**config.mk**
```make
export PLATFORM = sky130hd
export DESIGN_NAME = addrwin_decoder
export DESIGN_NICKNAME = d
export VERILOG_FILES = /design/src/rtl/addrwin_pkg.sv /design/src/rtl/addrwin_regfile.sv /design/src/rtl/addrwin_match.sv /design/src/rtl/addrwin_select.sv /design/src/rtl/addrwin_decoder.sv
export SDC_FILE = /design/constraint.sdc
export NUM_CORES = 2
export LEC_CHECK = 0
export BUFFER_PORTS_ARGS = -buffer_cell sky130_fd_sc_hd__buf_2
export CAP_MARGIN = 20
export CORE_MARGIN = 8
export CORE_UTILIZATION = 35
export CTS_CLUSTER_DIAMETER = 40
export CTS_CLUSTER_SIZE = 28
export DETAILED_ROUTE_END_ITERATION = 16
export PLACE_DENSITY = 0.61
export SKIP_LAST_GASP = 1
export SLEW_MARGIN = 10
export SYNTH_ARGS = -nofsm -noshare
export SYNTH_HDL_FRONTEND = slang
export SYNTH_SLANG_ARGS = --single-unit
```
**constraint.sdc**
```tcl
create_clock -name clk -period 4.5 [get_ports clk]
set_clock_uncertainty 0.05 [all_clocks]
set_input_delay 0.45 -clock clk [delete_from_list [all_inputs] [get_ports clk]]
set_output_delay 0.45 -clock clk [all_outputs]
set_load 0.01 [all_outputs]
```
**src/rtl/addrwin_pkg.sv**
```systemverilog
`timescale 1ns/1ps
package addrwin_pkg;
    // register offsets inside a window group, in 32-bit word units
    localparam logic [2:0] OFS_CTRL = 3'd0;
    localparam logic [2:0] OFS_SEC  = 3'd1;
    localparam logic [2:0] OFS_LO   = 3'd2;
    localparam logic [2:0] OFS_HI   = 3'd3;

    // security flag positions
    localparam int SEC_CW = 0;  // register writes secure-only
    localparam int SEC_CR = 1;  // register reads secure-only
    localparam int SEC_DW = 2;  // data writes secure-only
    localparam int SEC_DR = 3;  // data reads secure-only

    typedef enum logic [1:0] {
        RES_MISS = 2'd0,
        RES_HIT  = 2'd1,
        RES_DENY = 2'd2
    } res_kind_t;
endpackage

```
**src/rtl/addrwin_regfile.sv**
```systemverilog
`timescale 1ns/1ps
module addrwin_regfile
    import addrwin_pkg::*;
#(
    parameter int NUM_WIN     = 24,
    parameter int TGT_W       = 4,
    parameter int BND_W       = 28,
    parameter int RADDR_W     = 12,
    parameter logic [BND_W-1:0] CFG_BASE_MB = 28'h0000F00,
    localparam int IDX_W      = $clog2(NUM_WIN),
    localparam int WIDX_W     = RADDR_W - 5
) (
    input  logic               clk,
    input  logic               rst_n,
    input  logic               reg_wr,
    input  logic               reg_rd,
    input  logic [RADDR_W-1:0] reg_addr,
    input  logic [31:0]        reg_wdata,
    input  logic               reg_secure,
    output logic [31:0]        reg_rdata,
    output logic [NUM_WIN-1:0] win_en,
    output logic [TGT_W-1:0]   win_tgt [NUM_WIN],
    output logic [3:0]         win_sec [NUM_WIN],
    output logic [BND_W-1:0]   win_lo  [NUM_WIN],
    output logic [BND_W-1:0]   win_hi  [NUM_WIN]
);
    logic [WIDX_W-1:0] widx;
    logic [2:0]        ofs;
    logic              idx_ok;
    logic [IDX_W-1:0]  sel;
    logic              wr_ok, rd_ok;
    logic [31:0]       rd_val;
    logic              unused_lsb;

    assign widx       = reg_addr[RADDR_W-1:5];
    assign ofs        = reg_addr[4:2];
    assign unused_lsb = ^reg_addr[1:0];
    assign idx_ok     = (32'(widx) < NUM_WIN);
    assign sel        = idx_ok ? widx[IDX_W-1:0] : '0;
    assign wr_ok      = reg_wr && idx_ok && (reg_secure || !win_sec[sel][SEC_CW]);
    assign rd_ok      = reg_rd && idx_ok && (reg_secure || !win_sec[sel][SEC_CR]);

    always_ff @(posedge clk or negedge rst_n) begin
        if (!rst_n) begin
            for (int w = 0; w < NUM_WIN; w++) begin
                win_en[w]  <= (w == 0);
                win_tgt[w] <= '0;
                win_sec[w] <= '0;
                win_lo[w]  <= (w == 0) ? CFG_BASE_MB : '0;
                win_hi[w]  <= '0;
            end
        end else if (wr_ok) begin
            unique case (ofs)
                OFS_CTRL: begin
                    win_en[sel]  <= (sel == '0) ? 1'b1 : reg_wdata[0];
                    win_tgt[sel] <= reg_wdata[8 +: TGT_W];
                end
                OFS_SEC: win_sec[sel] <= reg_wdata[3:0];
                OFS_LO:  win_lo[sel]  <= reg_wdata[4 +: BND_W];
                OFS_HI:  win_hi[sel]  <= reg_wdata[4 +: BND_W];
                default: ;
            endcase
        end
    end

    always_comb begin
        rd_val = '0;
        unique case (ofs)
            OFS_CTRL: begin
                rd_val[0]          = win_en[sel];
                rd_val[8 +: TGT_W] = win_tgt[sel];
            end
            OFS_SEC: rd_val[3:0]        = win_sec[sel];
            OFS_LO:  rd_val[4 +: BND_W] = win_lo[sel];
            OFS_HI:  rd_val[4 +: BND_W] = win_hi[sel];
            default: rd_val = '0;
        endcase
    end

    always_ff @(posedge clk or negedge rst_n) begin
        if (!rst_n)      reg_rdata <= '0;
        else if (reg_rd) reg_rdata <= rd_ok ? rd_val : '0;
    end


    rd_oor_zero_chk: assert property (@(posedge clk) disable iff (!rst_n)
        (reg_rd && !idx_ok) |=> (reg_rdata == '0));


    cfg_win_on_chk: assert property (@(posedge clk) disable iff (!rst_n)
        (reg_wr && idx_ok && sel == '0 && ofs == OFS_CTRL) |=> win_en[0]);
endmodule

```
**src/rtl/addrwin_match.sv**
```systemverilog
`timescale 1ns/1ps
module addrwin_match #(
    parameter int NUM_WIN     = 24,
    parameter int ADDR_W      = 48,
    parameter int BND_W       = 28,
    parameter int CFG_SIZE_MB = 16,
    localparam int GRAN_SH    = ADDR_W - BND_W
) (
    input  logic [ADDR_W-1:0]  lk_addr,
    input  logic [NUM_WIN-1:0] win_en,
    input  logic [BND_W-1:0]   win_lo [NUM_WIN],
    input  logic [BND_W-1:0]   win_hi [NUM_WIN],
    output logic [NUM_WIN-1:0] match
);
    logic [BND_W-1:0] a_mb;
    logic             unused_bits;

    assign a_mb        = lk_addr[ADDR_W-1:GRAN_SH];
    assign unused_bits = ^{lk_addr[GRAN_SH-1:0], win_hi[0]};

    for (genvar w = 0; w < NUM_WIN; w++) begin : g_win
        if (w == 0) begin : g_cfg
            logic [BND_W-1:0] diff;
            assign diff     = a_mb - win_lo[0];
            assign match[0] = win_en[0] && (a_mb >= win_lo[0]) &&
                              (32'(diff) < CFG_SIZE_MB);
        end else begin : g_prog
            assign match[w] = win_en[w] && (a_mb >= win_lo[w]) && (a_mb <= win_hi[w]);
        end
    end
endmodule

```
**src/rtl/addrwin_select.sv**
```systemverilog
`timescale 1ns/1ps
module addrwin_select
    import addrwin_pkg::*;
#(
    parameter int NUM_WIN = 24,
    parameter int TGT_W   = 4,
    localparam int IDX_W  = $clog2(NUM_WIN)
) (
    input  logic               clk,
    input  logic               rst_n,
    input  logic               lk_valid,
    input  logic               lk_write,
    input  logic               lk_secure,
    input  logic [NUM_WIN-1:0] match,
    input  logic [TGT_W-1:0]   win_tgt [NUM_WIN],
    input  logic [3:0]         win_sec [NUM_WIN],
    output logic               lk_done,
    output logic               lk_hit,
    output logic [TGT_W-1:0]   lk_target,
    output logic [IDX_W-1:0]   lk_index,
    output logic               lk_denied
);
    logic [IDX_W-1:0] first;
    logic             any;
    logic             refuse;
    res_kind_t        kind;
    logic             unused_sec;

    always_comb begin
        first = '0;
        any   = 1'b0;
        for (int w = NUM_WIN - 1; w >= 0; w--) begin
            if (match[w]) begin
                first = IDX_W'(w);
                any   = 1'b1;
            end
        end
    end

    always_comb begin
        unused_sec = 1'b0;
        for (int w = 0; w < NUM_WIN; w++) unused_sec = unused_sec ^ (^win_sec[w][1:0]);
    end

    assign refuse = !lk_secure &&
                    (lk_write ? win_sec[first][SEC_DW] : win_sec[first][SEC_DR]);

    always_comb begin
        if (!any)        kind = RES_MISS;
        else if (refuse) kind = RES_DENY;
        else             kind = RES_HIT;
    end

    always_ff @(posedge clk or negedge rst_n) begin
        if (!rst_n) begin
            lk_done   <= 1'b0;
            lk_hit    <= 1'b0;
            lk_target <= '0;
            lk_index  <= '0;
            lk_denied <= 1'b0;
        end else begin
            lk_done <= lk_valid;
            if (lk_valid) begin
                unique case (kind)
                    RES_HIT: begin
                        lk_hit    <= 1'b1;
                        lk_target <= win_tgt[first];
                        lk_index  <= first;
                        lk_denied <= 1'b0;
                    end
                    RES_DENY: begin
                        lk_hit    <= 1'b0;
                        lk_target <= '0;
                        lk_index  <= first;
                        lk_denied <= 1'b1;
                    end
                    default: begin
                        lk_hit    <= 1'b0;
                        lk_target <= '0;
                        lk_index  <= '0;
                        lk_denied <= 1'b0;
                    end
                endcase
            end
        end
    end


    done_follows_valid_chk: assert property (@(posedge clk) disable iff (!rst_n)
        lk_done == $past(lk_valid));


    hold_between_chk: assert property (@(posedge clk) disable iff (!rst_n)
        !lk_valid |=> ($stable(lk_hit) && $stable(lk_target) && $stable(lk_denied)));


    hit_deny_excl_chk: assert property (@(posedge clk) disable iff (!rst_n)
        !(lk_hit && lk_denied));


    miss_zero_chk: assert property (@(posedge clk) disable iff (!rst_n)
        (lk_done && !lk_hit && !lk_denied) |-> (lk_target == '0 && lk_index == '0));
endmodule

```
**src/rtl/addrwin_decoder.sv**
```systemverilog
`timescale 1ns/1ps
module addrwin_decoder #(
    parameter int NUM_WIN     = 24,
    parameter int ADDR_W      = 48,
    parameter int TGT_W       = 4,
    parameter int RADDR_W     = 12,
    parameter int CFG_SIZE_MB = 16,
    parameter logic [ADDR_W-21:0] CFG_BASE_MB = 28'h0000F00,
    localparam int BND_W      = ADDR_W - 20,
    localparam int IDX_W      = $clog2(NUM_WIN)
) (
    input  logic               clk,
    input  logic               rst_n,
    input  logic               reg_wr,
    input  logic               reg_rd,
    input  logic [RADDR_W-1:0] reg_addr,
    input  logic [31:0]        reg_wdata,
    input  logic               reg_secure,
    output logic [31:0]        reg_rdata,
    input  logic               lk_valid,
    input  logic [ADDR_W-1:0]  lk_addr,
    input  logic               lk_write,
    input  logic               lk_secure,
    output logic               lk_done,
    output logic               lk_hit,
    output logic [TGT_W-1:0]   lk_target,
    output logic [IDX_W-1:0]   lk_index,
    output logic               lk_denied
);
    logic [NUM_WIN-1:0] win_en;
    logic [TGT_W-1:0]   win_tgt [NUM_WIN];
    logic [3:0]         win_sec [NUM_WIN];
    logic [BND_W-1:0]   win_lo  [NUM_WIN];
    logic [BND_W-1:0]   win_hi  [NUM_WIN];
    logic [NUM_WIN-1:0] match;

    addrwin_regfile #(
        .NUM_WIN(NUM_WIN), .TGT_W(TGT_W), .BND_W(BND_W),
        .RADDR_W(RADDR_W), .CFG_BASE_MB(CFG_BASE_MB)
    ) u_regs (
        .clk(clk), .rst_n(rst_n), .reg_wr(reg_wr), .reg_rd(reg_rd),
        .reg_addr(reg_addr), .reg_wdata(reg_wdata), .reg_secure(reg_secure),
        .reg_rdata(reg_rdata), .win_en(win_en), .win_tgt(win_tgt),
        .win_sec(win_sec), .win_lo(win_lo), .win_hi(win_hi)
    );

    addrwin_match #(
        .NUM_WIN(NUM_WIN), .ADDR_W(ADDR_W), .BND_W(BND_W), .CFG_SIZE_MB(CFG_SIZE_MB)
    ) u_match (
        .lk_addr(lk_addr), .win_en(win_en), .win_lo(win_lo),
        .win_hi(win_hi), .match(match)
    );

    addrwin_select #(
        .NUM_WIN(NUM_WIN), .TGT_W(TGT_W)
    ) u_sel (
        .clk(clk), .rst_n(rst_n), .lk_valid(lk_valid), .lk_write(lk_write),
        .lk_secure(lk_secure), .match(match), .win_tgt(win_tgt), .win_sec(win_sec),
        .lk_done(lk_done), .lk_hit(lk_hit), .lk_target(lk_target),
        .lk_index(lk_index), .lk_denied(lk_denied)
    );
endmodule

```
# After elaboration in Yosys (flattened, before gate mapping)
# Index checks and enable logic that the tools add are counted.
classes:
  bitwise: 2
  addsub: 1
  n_eq_ne: 5
  n_mux: 94
  order_cmp: 54
  reduce_logical: 67
op_table:
  columns: ["operator", "count"]
  rows:
  - ["$bwmux 672", 2]
  - ["$ge 28x28->1", 24]
  - ["$le 28x28->1", 23]
  - ["$bmux 28 s5", 2]
  - ["$bwmux 96", 2]
  - ["$demux 28 s5", 1]
  - ["$mux 28", 5]
  - ["$mux 5", 26]
  - ["$bmux 4 s5", 4]
  - ["$logic_and 1x1->1", 55]
  - ["$mux 4", 10]
  - ["$pmux 20 s2", 1]
  - ["$mux 32", 1]
  - ["$mux 1", 30]
  - ["$lt 28x5->1 const B", 1]
  - ["$sub 28x28->28", 1]
  - ["$bwmux 24", 1]
  - ["$demux 4 s5", 1]
  - ["$ge 6x6->1 const B", 2]
  - ["$not 5->6", 2]
  - ["$pmux 4 s3", 1]
  - ["$pmux 4 s2", 1]
  - ["$reduce_and 2->1", 4]
  - ["$lt 7x5->1 const B", 1]
  - ["other kinds (17)", 22]
totals:
  in_bits: 100
  elab_cells: 326
  out_inout_bits: 44
  reg_bits: 1604

# Depth between registers and ports, before layout
logic_depth:
  ltp_word: 38
  ltp_mapped: 21
  ltp_nobuf: 17

# Modules after synthesis
# From an unflattened synthesis, not the netlist that was laid out.
unflattened:
  hier_cells: 10996
  hier_area_um2: 111842.3
by_module_without_submodules:
  columns: ["mod", "seq_area_each_um2", "area_per_inst_um2", "cells_per_inst", "instances"]
  rows:
  - ["addrwin_regfile", 39844.5, 75787.7, 6069, 1]
  - ["addrwin_match", 0.0, 33723.6, 4607, 1]
  - ["addrwin_select", 300.3, 2331.0, 320, 1]

# Worst setup path before layout
# OpenSTA, ideal clock, no wires.
synth_timing:
  path_type: "input port to flip-flop"
  from: "in lk_addr[20]"
  to: "reg u_sel.lk_target[2]"
  arrival_time_ps: 4872
  setup_time_ps: 104
  n_path_buf: 1
  stages: 18
  path_slack_ps: -526
  t_required_ps: 4346
  cell_sequence: "inv_1 ha_1 nand4_1 or4_1 o22ai_1 or4_1 o211ai_1 o22ai_1 a2111o_1 a2111o_1 nand3_2 buf_12 mux2i_1 mux2i_1 o21ai_0 a211oi_1 o311a_4 o41ai_2"
synth_via:
  elab_chain_cells: 37
  elab_cells_between_ends: 158
  cone_classes: "add/sub: 1; order compare: 48; eq/ne: 1; mux: 58; bitwise: 1; reduce/logical: 49"
synth_rtl:
  columns: ["item", "line", "source"]
  rows:
  - ["start, declared", "addrwin_decoder.sv:21", "input logic [ADDR_W-1:0] lk_addr,"]
  - ["$ge 28x28->1", "addrwin_match.sv:28", "assign match[w] = win_en[w] && (a_mb >= win_lo[w]) && (a_mb <= win_hi[w]);"]
  - ["$logic_and 1x1->1 (2 in series)", "addrwin_match.sv:28", null]
  - ["$mux 5 (24 in series)", "addrwin_select.sv:33", "if (match[w]) begin"]
  - ["$not 5->6 (implied by the code)", "addrwin_select.sv:46, addrwin_select.sv:67", null]
  - ["$bmux 4 s5", "addrwin_select.sv:46", "(lk_write ? win_sec[first][SEC_DW] : win_sec[first][SEC_DR]);"]
  - ["$mux 4 (implied by the code) (2 in series)", "addrwin_select.sv:46", null]
  - ["$mux 1", "addrwin_select.sv:46", null]
  - ["$logic_and 1x1->1", "addrwin_select.sv:45", "assign refuse = !lk_secure &&"]
  - ["$mux 2", "addrwin_select.sv:50", "else if (refuse) kind = RES_DENY;"]
  - ["$mux 2", "addrwin_select.sv:49", "if (!any) kind = RES_MISS;"]
  - ["$eq 2x1->1", "addrwin_select.sv:64", "unique case (kind)"]
  - ["$mux 4 *", "addrwin_select.sv:64", null]
  - ["end signal, assigned", "addrwin_select.sv:67", "lk_target <= win_tgt[first];"]
  - ["end, declared", "addrwin_select.sv:19", "output logic [TGT_W-1:0] lk_target,"]
# Every way passes the cells marked *; elsewhere a longest branch is shown, timed or not. The select of a mux whose other input is x is not followed.
# A chain may end at the register's enable or synchronous reset.

# Worst setup path after layout
layout_timing:
  from: "reg u_regs.win_lo[157] (netlist name)"
  to: "reg u_sel.lk_target[0]"
layout_via:
  elab_chain_cells: 32
  elab_cells_between_ends: 54
  cone_classes: "order compare: 1; eq/ne: 1; mux: 48; bitwise: 1; reduce/logical: 3"
layout_rtl:
  columns: ["item", "line", "source"]
  rows:
  - ["start, declared", "addrwin_regfile.sv:24", "output logic [BND_W-1:0] win_lo [NUM_WIN],"]
  - ["start signal, assigned by index", "addrwin_regfile.sv:49", "win_lo[w] <= (w == 0) ? CFG_BASE_MB : '0;"]
  - ["start signal, assigned by index", "addrwin_regfile.sv:59", "OFS_LO: win_lo[sel] <= reg_wdata[4 +: BND_W];"]
  - ["$ge 28x28->1 *", "addrwin_match.sv:28", null]
  - ["$logic_and 1x1->1 * (2 in series)", "addrwin_match.sv:28", null]
  - ["$mux 5 (19 in series)", "addrwin_select.sv:33", null]
  - ["$not 5->6 (implied by the code)", "addrwin_select.sv:46, addrwin_select.sv:67", null]
  - ["$bmux 4 s5", "addrwin_select.sv:46", null]
  - ["$mux 4 (implied by the code) (2 in series)", "addrwin_select.sv:46", null]
  - ["$mux 1", "addrwin_select.sv:46", null]
  - ["$logic_and 1x1->1", "addrwin_select.sv:45", null]
  - ["$mux 2", "addrwin_select.sv:50", null]
  - ["$mux 2", "addrwin_select.sv:49", null]
  - ["$eq 2x1->1", "addrwin_select.sv:64", null]
  - ["$mux 4 *", "addrwin_select.sv:64", null]
# Marked as above.

==> impl_metrics.yaml <==
timing:
  max_slew_margin: 0.128
  finalHoldWorstSlack_ns: 0.0545
  finalMaxSlewViolations: 0
  hold_viol_final: 0
  setup_slack_ns: -0.353
  finalSetupTns_ns: -1.97
  tightest_slew_ns: 1.30
  max_freq_mhz: 206
  rsz0062_at_grt: "true"
  post-route-period-util: 1.08
  period_needed_ns: 4.85
  setup_viol_count_final: 6
global_route:
  grt_pass1_wl_mm: 706
  top_usage_layer: "met2"
  grt_util_met2: 0.423
  antenna_found_initial: 63
  grt_overflow: 0
  grtUsageTotal: 0.289
  met1_usage: 0.377
  use_met3: 0.0830
  grt_pass1_vias: 98700
  grt_max_degree: 152
cts:
  clkSinkCount: 1604
  htreeDepth: 5
  root_buffer: "clkbuf_16"
  cts.path.max_buffers: 4
  cts_tree: "yes"
  clk_latency_ns: 0.97
  cts_inserted_buffers: 339
  clk_pin_slew_ns: 0.06
cells_and_area:
  layout.cells.non_filler: 17500
  final_net_count: 14400
  regArea_mm2: 0.0401
  n_fill_cell: 29200
  multiInputGateArea_mm2: 0.0636
  fin_area_mm2: 0.145
  drive_gt1_frac: 0.354
  area_growth_pct: 32.0
floorplan:
  rows: 206
  die_h_um: 577
  start_util: 0.351
  die_w_um: 577
  core_mm2: 0.314
  io-pin-count: 144
  die_area_mm2: 0.332
power:
  cellInternalPower_mw: 34.3
  swShare: 0.287
  pwr-share-clk: 0.560
  irDropWorstVdd_uv: 306
  sequentialPowerShare: 0.307
  p_switching_mw: 13.8
  combPwrFrac: 0.133
  p_per_area_mw_per_mm2: 331
  leakagePower_nw: 68.5
critical_path:
  critical_path_class: "flip-flop to flip-flop"
  cp.required_ns: 5.32
  slowest_stage: "a2111o_1"
  crit_path_end: "u_sel.lk_target[0]$_DFFE_PN0P_"
  r2r_end: "u_sel.lk_target[0]$_DFFE_PN0P_"
  r2r_slack_ns: -0.35
  arrival_ns: 5.68
  path_max_fanout: 6
  worstReg2RegStart: "u_regs.win_lo[157]$_DFFE_PN0P_"
  reg2reg_depth: 21
  crit_chain: "inv_1 -> ha_4 -> a21oi_2 -> o21ai_2 -> buf_4 -> a211oi_2 -> o21ai_2 -> a22oi_2 -> a31oi_2 -> buf_4 -> a2111o_1 -> a2111o_1 -> nand3_4 -> buf_12 -> buf_6 -> mux2i_1 -> mux2i_1 -> o21ai_1 -> a211oi_2 -> o311a_4 -> o32ai_2"
  cpPeakStageDelay_ns: 0.60
  start_kind: "flip-flop"
  crit_path_end_kind: "flip-flop"
  critical_path.startpoint: "u_regs.win_lo[157]$_DFFE_PN0P_"
synth:
  synth-seq-cells: 1604
  synth_top_area_cell: "dfrtp_1"
  syn-num-nets: 12400
  yosysWarnings: 0
  yosysSeqAreaShare: 0.365
  async_flop_share: 1.00
  ys_top_cells_by_count: "dfrtp_1, mux2_2, inv_1, ha_1, a21oi_1"
  syn-cell-area_mm2: 0.110
  syn_inst: 11000
  synthFlopType: "dfrtp_1"
  avgSynthCellArea_um2: 10.0
  synth_edf_count: 0
  synth_top_area_frac: 0.364
  yosysMostFrequentCell: "dfrtp_1"
  ys_types: 100
  synth_top_cells_by_area: "dfrtp_1, mux2_2, ha_1, inv_1, a21oi_1"
route:
  first_iter_violations: 11600
  postRouteWirelength_mm: 499
  avgRoutedWirePerCell_um: 28.6
  ant_nets: 0
  drc: 0
  firstDrtPassIters: 6
  dr_total_vias: 101000
  viasPerCell: 5.80
placed_design:
  routabilityCongestion: 1.06
  portBuffers: 121
  dpl_cell_area_mm2: 0.131
  dp.cells: 16800
  dp_hpwl_mm: 367
status:
  failed_checks: "setup timing"
  outcome: "finished, violations left"
hold_path:
  hold_path.class: "primary input to flip-flop"
flow_run:
  drv_cap: 0
==> logic make-up (layout without fill, tap and decap cells) <==
| family | count (synthesis) | in the layout | synth area share |
|---|---|---|---|
| AO/OA/AOI/OAI | 2440 | 2440 | 0.141 |
| buffers and inverters | 1956 | 4242 | 0.0674 |
| multiplexers | 1917 | 1917 | 0.198 |
| AND/OR/NAND/NOR | 1744 | 1744 | 0.0783 |
| flip-flops | 1604 | 1604 | 0.365 |
| adder cells (fa/ha/maj) | 1316 | 1316 | 0.150 |
| XOR/XNOR | 8 | 8 | 0.000637 |
| other | 0 | 36 | 0 |
==> flip-flops by register name (all words and copies together), names as in the netlist <==
| register | count |
|---|---|
| u_regs.win_hi | 672 |
| u_regs.win_lo | 672 |
| u_regs.win_sec | 96 |
| u_regs.win_tgt | 96 |
| u_regs.reg_rdata | 32 |
| u_regs.win_en | 24 |
| u_sel.lk_index | 5 |
| u_sel.lk_target | 4 |
| u_sel.lk_denied | 1 |
| u_sel.lk_done | 1 |
| u_sel.lk_hit | 1 |
==> worst min path at each step <==
| stage | start | to | cells past startpoint |
|---|---|---|---|
| 2_1_floorplan | rst_n | u_regs.reg_rdata[0]$_DFFE_PN0P_ | 0 |
| 3_3_place_gp | rst_n | u_regs.win_hi[645]$_DFFE_PN0P_ | 1 |
| 3_5_place_dp | rst_n | u_regs.win_hi[645]$_DFFE_PN0P_ | 1 |
| 4_1_cts | reg_wdata[1] | u_regs.win_sec[85]$_DFFE_PN0P_ | 2 |
| 5_1_grt | reg_wdata[1] | u_regs.win_sec[81]$_DFFE_PN0P_ | 2 |
| 6_report | reg_wdata[1] | u_regs.win_sec[85]$_DFFE_PN0P_ | 2 |
==> power by group through the flow <==
| stage | clock, mW | combinational (mW) | sequential, mW |
|---|---|---|---|
| final | 26.9 | 6.40 | 14.8 |
| after global routing | 27.8 | 6.77 | 14.8 |
| after CTS | 27.1 | 6.18 | 14.8 |
| after detailed placement | 0 | 6.07 | 15.0 |
| after global placement | 0 | 6.01 | 15.0 |
| after floorplan | 0 | 2.68 | 15.0 |
==> repair_timing <==
item	in CTS	in global routing
gates cloned	3	0
pin swaps	49	69
endpoints found under the hold margin	583	0
hold buffers	13	0
endpoints found under the setup margin	11	7
gates resized for setup	149	89
buffers inserted	29	13
==> worst max-delay path, delay by kind of cell (launching register included) <==
kind,cells,cell delay [ns]
AND/OR/NAND/NOR,1,0.18
buffers and inverters,5,0.70
flip-flops,1,0.38
multiplexers,2,0.29
adder cells (fa/ha/maj),1,0.23
AO/OA/AOI/OAI,12,2.94
==> stage by stage <==
stage,utilization,total power [mW],worst slack (ns)
after global routing,0.463,49.4,-0.411
after floorplan,-,17.6,-0.298
after detailed placement,0.418,21.1,-2.00
final,0.463,48.1,-0.353
after CTS,0.461,48.0,-0.297
after global placement,0.418,21.0,-1.98
==> area by class of cell <==
| cell class | count | share of cell area |
|---|---|---|
| well taps | 4160 | 0.0358 |
| multi-input cells | 7425 | 0.438 |
| flip-flops and latches | 1604 | 0.276 |
| inverters | 1350 | 0.0350 |
| clock buffers | 411 | 0.0640 |
| repair buffers | 2262 | 0.129 |
| clock inverters | 219 | 0.0206 |
| diodes | 36 | 0.000620 |
==> metal layers <==
layer / routed length [um] / vias up
li1: - / 44100
met1: 201000 / 50600
met2: 207000 / 5358
met3: 55500 / 1281
met4: 35700 / 14
met5: 88 / -
==> layout by cell type, fill, tap and decap left out, types with 153 or more instances in the layout <==
cell,Yosys,layout
buf_4,3,2006
o22ai_1,253,250
inv_1,1348,1326
mux2i_1,308,307
o21ai_0,391,373
a21oi_1,872,850
dfrtp_1,1599,1599
a21o_1,193,193
nand4_1,222,222
nand2_1,467,462
mux2_2,1558,1557
ha_1,1316,1295
nor2_1,414,403
nor3_1,163,153
clkbuf_16,0,342
Power figures use the tool's default switching activity.
